[src/rtl/ocp_pkg.sv]
package ocp_pkg;
  typedef enum logic [1:0] {
    ST_RUN   = 2'd0,
    ST_RETRY = 2'd1,
    ST_LATCH = 2'd2
  } ocp_state_e;
endpackage

[src/rtl/ocp_sync.sv]
// Multi-stage bit synchronizer with asynchronous clear.
module ocp_sync #(
  parameter int STAGES = 2
) (
  input  logic clk,
  input  logic rst_n,
  input  logic d,
  output logic q
);
  logic [STAGES-1:0] sh_q;
  logic [STAGES-1:0] sh_d;

  always_comb begin
    sh_d = {sh_q[STAGES-2:0], d};
  end

  always_ff @(posedge clk or negedge rst_n) begin
    if (!rst_n) sh_q <= '0;
    else        sh_q <= sh_d;
  end

  assign q = sh_q[STAGES-1];
endmodule

[src/rtl/ocp_qual.sv]
// Counts consecutive detect cycles; trip when the count reaches the limit.
module ocp_qual #(
  parameter int W = 8
) (
  input  logic         clk,
  input  logic         rst_n,
  input  logic         clr,
  input  logic         det,
  input  logic [W-1:0] limit,
  output logic         trip
);
  logic [W-1:0] cnt_q;
  logic [W-1:0] cnt_d;
  logic         cnt_en;

  assign trip = det && (cnt_q == limit);

  always_comb begin
    if (clr || !det || trip) cnt_d = '0;
    else                     cnt_d = cnt_q + 1'b1;
    cnt_en = clr || det || (cnt_q != '0);
  end

  always_ff @(posedge clk or negedge rst_n) begin
    if (!rst_n)      cnt_q <= '0;
    else if (cnt_en) cnt_q <= cnt_d;
  end
endmodule

[src/rtl/ocp_hold.sv]
// Fixed off-interval timer for the retry policy.
module ocp_hold #(
  parameter int CYCLES = 256
) (
  input  logic clk,
  input  logic rst_n,
  input  logic run,
  output logic done
);
  localparam int CW = (CYCLES > 2) ? $clog2(CYCLES) : 1;
  localparam logic [CW-1:0] LAST = CW'(CYCLES - 1);

  logic [CW-1:0] cnt_q;
  logic [CW-1:0] cnt_d;
  logic          cnt_en;

  assign done = run && (cnt_q == LAST);

  always_comb begin
    if (!run || done) cnt_d = '0;
    else              cnt_d = cnt_q + 1'b1;
    cnt_en = run || (cnt_q != '0);
  end

  always_ff @(posedge clk or negedge rst_n) begin
    if (!rst_n)      cnt_q <= '0;
    else if (cnt_en) cnt_q <= cnt_d;
  end
endmodule

[src/rtl/ocp_guard.sv]
module ocp_guard
  import ocp_pkg::*;
#(
  parameter int SYNC_STAGES  = 2,
  parameter int QUAL_W       = 8,
  parameter int RETRY_CYCLES = 256
) (
  input  logic              clk,
  input  logic              rst_n,
  input  logic              oc_det_raw,
  input  logic              latch_sel,
  input  logic              pwr_en,
  input  logic [QUAL_W-1:0] qual_limit,
  output logic              force_stby,
  output logic              fault
);
  logic       rst_q_n;
  logic       oc_sync;
  logic       trip;
  logic       hold_done;
  logic       qual_clr;
  ocp_state_e state_q;
  ocp_state_e state_d;

  // Reset: asserted asynchronously, released after SYNC_STAGES edges.
  ocp_sync #(.STAGES(SYNC_STAGES)) u_rst_sync (
    .clk(clk), .rst_n(rst_n), .d(1'b1), .q(rst_q_n)
  );

  ocp_sync #(.STAGES(SYNC_STAGES)) u_det_sync (
    .clk(clk), .rst_n(rst_q_n), .d(oc_det_raw), .q(oc_sync)
  );

  assign qual_clr = !pwr_en || (state_q != ST_RUN);

  ocp_qual #(.W(QUAL_W)) u_qual (
    .clk(clk), .rst_n(rst_q_n), .clr(qual_clr), .det(oc_sync),
    .limit(qual_limit), .trip(trip)
  );

  ocp_hold #(.CYCLES(RETRY_CYCLES)) u_hold (
    .clk(clk), .rst_n(rst_q_n), .run(state_q == ST_RETRY), .done(hold_done)
  );

  always_comb begin
    state_d = state_q;
    case (state_q)
      ST_RUN: begin
        if (pwr_en && trip) state_d = latch_sel ? ST_LATCH : ST_RETRY;
      end
      ST_RETRY: begin
        if (!pwr_en || hold_done) state_d = ST_RUN;
      end
      ST_LATCH: begin
        if (!pwr_en) state_d = ST_RUN;
      end
      default: state_d = ST_RUN;
    endcase
  end

  always_ff @(posedge clk or negedge rst_q_n) begin
    if (!rst_q_n) state_q <= ST_RUN;
    else          state_q <= state_d;
  end

  assign fault      = (state_q != ST_RUN);
  assign force_stby = fault || !pwr_en;
endmodule

[config.mk]
export PLATFORM = sky130hd
export DESIGN_NAME = ocp_guard
export DESIGN_NICKNAME = d
export VERILOG_FILES = /design/src/rtl/ocp_pkg.sv /design/src/rtl/ocp_sync.sv /design/src/rtl/ocp_qual.sv /design/src/rtl/ocp_hold.sv /design/src/rtl/ocp_guard.sv
export SDC_FILE = /design/constraint.sdc
export NUM_CORES = 1
export LEC_CHECK = 0
export ABC_AREA = 1
export ABC_CLOCK_PERIOD_IN_PS = 1470
export BUFFER_PORTS_ARGS = -buffer_cell sky130_fd_sc_hd__buf_2
export CAP_MARGIN = 10
export CORE_ASPECT_RATIO = 0.75
export CORE_UTILIZATION = 30
export CTS_BUF_LIST = sky130_fd_sc_hd__clkbuf_8
export DETAILED_ROUTE_END_ITERATION = 16
export PLACE_DENSITY_LB_ADDON = 0.3
export RECOVER_POWER = 25
export SLEW_MARGIN = 20
export SYNTH_ARGS = -nofsm -noshare
export SYNTH_HDL_FRONTEND = slang
export SYNTH_SLANG_ARGS = --single-unit
[constraint.sdc]
create_clock -name clk -period 1.47 [get_ports clk]
set_input_delay 0.294 -clock clk [delete_from_list [all_inputs] [get_ports clk]]
set_output_delay 0.294 -clock clk [all_outputs]
set_load 0.02 [all_outputs]
# [Word-level counts from Yosys, hierarchy flattened]
# Index checks and enable logic that the tools add are counted.
[word_totals] regBits=22 input_bits=13 output_inout_bits=2 elab_cells=40
[op_classes] add_sub_neg=2 n_eq_ne=7 mux=7 reduce_logical=19
[op_table] operator="$add A8 B1 Y8 const B" count=2
[op_table] operator="$mux W8" count=2
[op_table] operator="$reduce_bool A8 Y1" count=2
[op_table] operator="$eq A8 B8 Y1" count=1
[op_table] operator="$eq A8 B8 Y1 const B" count=1
[op_table] operator="$logic_or A1 B1 Y1" count=8
[op_table] operator="$mux W2" count=4
[op_table] operator="$ne A2 B2 Y1 const B" count=3
[op_table] operator="$pmux W2 S3" count=1
[op_table] operator="$logic_and A1 B1 Y1" count=3
[op_table] operator="$logic_not A1 Y1" count=3
[op_table] operator="$reduce_and A3 Y1" count=1
[op_table] operator="$eq A2 B1 Y1 const B" count=1
[op_table] operator="$eq A2 B2 Y1 const B" count=1
[op_table] operator="$logic_not A2 Y1" count=1
[op_table] operator="$reduce_bool A2 Y1" count=1

# [Logic depth before layout (Yosys ltp)]
[depth] depth_word=5 ltp_mapped=11

# [Modules after synthesis]
# From an unflattened synthesis, not the netlist that was laid out.
[hier_totals] cells_unflattened=184 hier_area_um2=1343.8
[by_module_without_submodules] mod="ocp_qual" instances=1 cells_each=91 area_each_um2=621.8 seq_area_each_um2=200.2
[by_module_without_submodules] mod="ocp_hold" instances=1 cells_each=66 area_each_um2=475.5 seq_area_each_um2=200.2
[by_module_without_submodules] mod="ocp_guard" instances=1 cells_each=23 area_each_um2=146.4 seq_area_each_um2=50.0
[by_module_without_submodules] mod="ocp_sync" instances=2 cells_each=2 area_each_um2=50.0 seq_area_each_um2=50.0

# [Worst setup path before layout]
# OpenSTA, ideal clock, no wires.
[synth_path] path_kind="register to register" from="register u_hold.cnt_q[0]" to="register state_q[0]" setup_ps=117 arrival_ps=1137 t_required_ps=1353 slack_ps=216 path_stages_with_launch=12 synth_period_minus_slack_ps=1254 path_cell_list="dfrtp_1 > ha_1 > nand2_2 > nor2_2 > nand2_1 > inv_2 > nand2_2 > nand2_4 > nand2_2 > nand2_1 > nand3_1 > nand2_1"
[synth_via] elab_chain_len=5
[synth_rtl] item="from (decl)" line_no="ocp_hold.sv:13" text="logic [CW-1:0] cnt_q;"
[synth_rtl] item="from (signal assigned)" line_no="ocp_hold.sv:27" text="else if (cnt_en) cnt_q <= cnt_d;"
[synth_rtl] item="$eq A8 B8 Y1" line_no="ocp_hold.sv:17" text="assign done = run && (cnt_q == LAST);"
[synth_rtl] item="$logic_and A1 B1 Y1" line_no="ocp_hold.sv:17"
[synth_rtl] item="$logic_or A1 B1 Y1" line_no="ocp_guard.sv:52" text="if (!pwr_en || hold_done) state_d = ST_RUN;"
[synth_rtl] item="$ne A2 B2 Y1 (no line)"
[synth_rtl] item="$reduce_and A3 Y1 (no line)"
[synth_rtl] item="to (signal assigned)" line_no="ocp_guard.sv:63" text="else state_q <= state_d;"
[synth_rtl] item="to (decl)" line_no="ocp_guard.sv:22" text="ocp_state_e state_q;"
# Every way passes these cells.
# A chain may end at the register's enable or synchronous reset.

# [Worst setup path after layout]
[layout_path] from="register state_q[1]" to="output force_stby"
[layout_via] elab_chain_len=2
[layout_rtl] item="$reduce_bool A2 Y1" line_no="ocp_guard.sv:66" text="assign fault = (state_q != ST_RUN);"
[layout_rtl] item="$logic_or A1 B1 Y1" line_no="ocp_guard.sv:67" text="assign force_stby = fault || !pwr_en;"
[layout_rtl] item="to (decl)" line_no="ocp_guard.sv:14" text="output logic force_stby,"
# Every way passes these cells.

==> impl_metrics.ini <==
[detailed_routing]
vias = 964
vias_per_cell = 4.21
antenna_left = 0
drtIter0Drc = 32
drt-total-wl_um = 2400
dr.pass1.iters = 4
drc_errors = 0
post_drt_wl_per_cell_um = 10.5

[sta]
finalHoldViolCount = 0
finalSetupViolations = 0
period_share_pct = 93.6
skew_ps = 1.74
timing.setup.tns_ps = 0
slew_violations = 0
period_needed_ps = 1380
max_freq_ghz = 0.727
finalWorstSetupSlack_ps = 93.9

[floorplan]
fp.dieW_um = 75.1
die_h_um = 56.8
core_sq_um = 3760
initial_core_util_pct = 32.0
io_pins = 15
num_rows = 19
die_area_sq_um = 4260

[power_and_ir_drop]
power_density_nw_per_um2 = 1140
p_leak_nw = 0.724
power_mw = 1.67
ir_worst_vdd_uv = 596

[clocking]
clkTransAtPathRegs_ps = 80
cts_tree = built
worstSkewPairLatency_ps = 260
clock-sinks = 22
clk_path_buf_depth = 2
htreeDepth = 1
root_buffer = clkbuf_8
numCtsBuffers = 3

[setup_path]
cp.arrival_ps = 1080
timing.rr.start = u_hold.cnt_q[1]$_DFFE_PN0P_
critPathSlowestCell = dfrtp_2
r2r_end = state_q[0]$_DFFE_PN0P_
critical_path.cell_chain = nor2_4 > nand2_1 > buf_2
path_max_fanout = 4
start_kind = register
reg2reg_depth = 11
worstSetupPathType = reg -> out
max_stage_delay_ps = 450
reg2reg_slack_ps = 100
cp.required_ps = 1180
cp-end-kind = primary output

[yosys]
synthesis.area_sq_um = 1200
syn_inst = 153
ys_ff_latch = 22
avgSynthCellArea_sq_um = 7.85
synth-seq-area-share_pct = 45.8
synth_cell_types = 19
synthesis.nets = 170
ys_warn_count = 0

[min_path]
hold_end = u_det_sync.sh_q[0]$_DFF_PN0_
holdCritPathClass = in -> reg
hold_path_depth = 1
min_from = oc_det_raw

[layout]
nNetsFinal = 195
area_growth_pct = 21.5
drive_gt1_share_pct = 22.6
post-route-util_pct = 38.8
design_area_sq_um = 1460
diodes = 0

[place]
port_buffers = 14
gp_congestion = 0.812
dp_slack_ps = 102
placed_area_sq_um = 1340
dp_hpwl_um = 1800

[global_route]
grt_use_total_pct = 13.1
grt_antenna_before_repair = 0
grt_pass1_wl_um = 4180
grt_overflow = 0
grt_pass1_vias = 940
grt_max_degree = 21

[run]
max-cap-violations = 0

[status]
run_status = complete, no violations
[synth_stat cells]
cell type	count	area, sq um
nor4_1	1	6.26
nand2_2	5	31.3
nor2_1	24	90.1
inv_2	2	7.51
nor2_2	3	18.8
o21ai_0	4	20.0
inv_1	22	82.6
xor2_1	9	78.8
nand4_1	1	6.26
ha_1	4	50.1
dfrtp_1	22	551
a21oi_1	2	10.0
nand3_1	11	55.1
nor3b_2	1	12.5
nor3_1	5	25.0
nand2_4	1	11.3
nand2_1	33	124
conb_1	1	3.75
xnor2_1	2	17.5
[critical path: cells and delay by family, from the launching register on]
kind,cells,cell delay (ps)
flops,1,450
simple gates,2,210
buf+inv,1,170
[worst max-delay path by stage]
stage                                      startpoint                           to  depth (start not counted)
after CTS                 u_hold.cnt_q[0]$_DFFE_PN0P_       state_q[0]$_DFFE_PN0P_                         11
final                          state_q[1]$_DFFE_PN0P_                   force_stby                          3
after global routing      u_hold.cnt_q[0]$_DFFE_PN0P_  u_hold.cnt_q[1]$_DFFE_PN0P_                         10
after global placement    u_hold.cnt_q[0]$_DFFE_PN0P_       state_q[0]$_DFFE_PN0P_                         11
after floorplan           u_hold.cnt_q[0]$_DFFE_PN0P_       state_q[0]$_DFFE_PN0P_                         11
after detailed placement  u_hold.cnt_q[0]$_DFFE_PN0P_  u_hold.cnt_q[1]$_DFFE_PN0P_                         10
[cells in the final DEF (no fill, tap or decap)]
cell            n
inv_2           3
clkbuf_8        4
nor3_1          5
nand2_1        31
buf_2          13
buf_4           4
ha_2            1
nand2_2         7
xnor2_1         2
conb_1          1
o21ai_0         4
nor2_2          1
ha_1            3
nand2_4         1
dlygate4sd3_1   1
nand3_2         1
dfrtp_1        21
inv_1          21
nor2_1         24
nor3b_2         1
clkbuf_1        1
nand3_1        10
nand4_1         1
xor2_1          9
clkbuf_2        1
nor2_4          2
a21oi_1         2
dfrtp_2         1
nor4_1          1
[final cells by class]
type                    count  area (sq um)
clock buffers               4          55.1
repair buffers             20           114
flip-flops and latches     22           552
multi-input cells         107           583
well taps                  52          65.1
fillers                   428          2300
inverters                  24          90.1
[logic make-up (layout without fill, tap and decap cells)]
kind of cell               Yosys count  in the layout  share of synthesized area [%]
AOI/OAI and AO/OA                    6              6                           2.50
xor gates and xnor gates            11             11                           8.02
adders and majority gates            4              4                           4.17
buffers and inverters               24             48                           7.50
DFF                                 22             22                           45.8
other                                1              1                          0.312
and+or+nand+nor                     85             85                           31.7
[through the flow]
step | hold slack (ps) | cells
after floorplan | -1.59 | 153
after global placement | 81.8 | 220
after detailed placement | 84.3 | 220
after CTS | 130 | 225
after global routing | 124 | 229
final | 138 | 229
[flip-flops by register name, indices dropped and copies added, names as in the netlist]
signal / flops
u_rst_sync.sh_q: 2
u_hold.cnt_q: 8
state_q: 2
u_det_sync.sh_q: 2
u_qual.cnt_q: 8
[metal layers]
metal  up-vias  part of all wire (%)  track usage, %
met3         0                   2.5            3.77
li1        514                     -               -
met2        11                    44            17.9
met5         -                     0               0
met4         0                     0            3.23
met1       439                    54            19.9
[timing repair]
action / in CTS / in global routing
endpoints found under the hold margin: 2 / 0
setup buffers: 0 / 4
gates resized for setup: 0 / 8
hold buffers: 1 / 0
setup endpoints to repair: 0 / 5
[power by group]
group | internal (mW) | switching, mW | leakage [nW]
Clock | 0.238 | 0.187 | 0.0288
Combinational | 0.204 | 0.308 | 0.402
Sequential | 0.665 | 0.0620 | 0.293
Total | 1.11 | 0.558 | 0.724
Note: power is estimated with default switching activity, not from simulation.
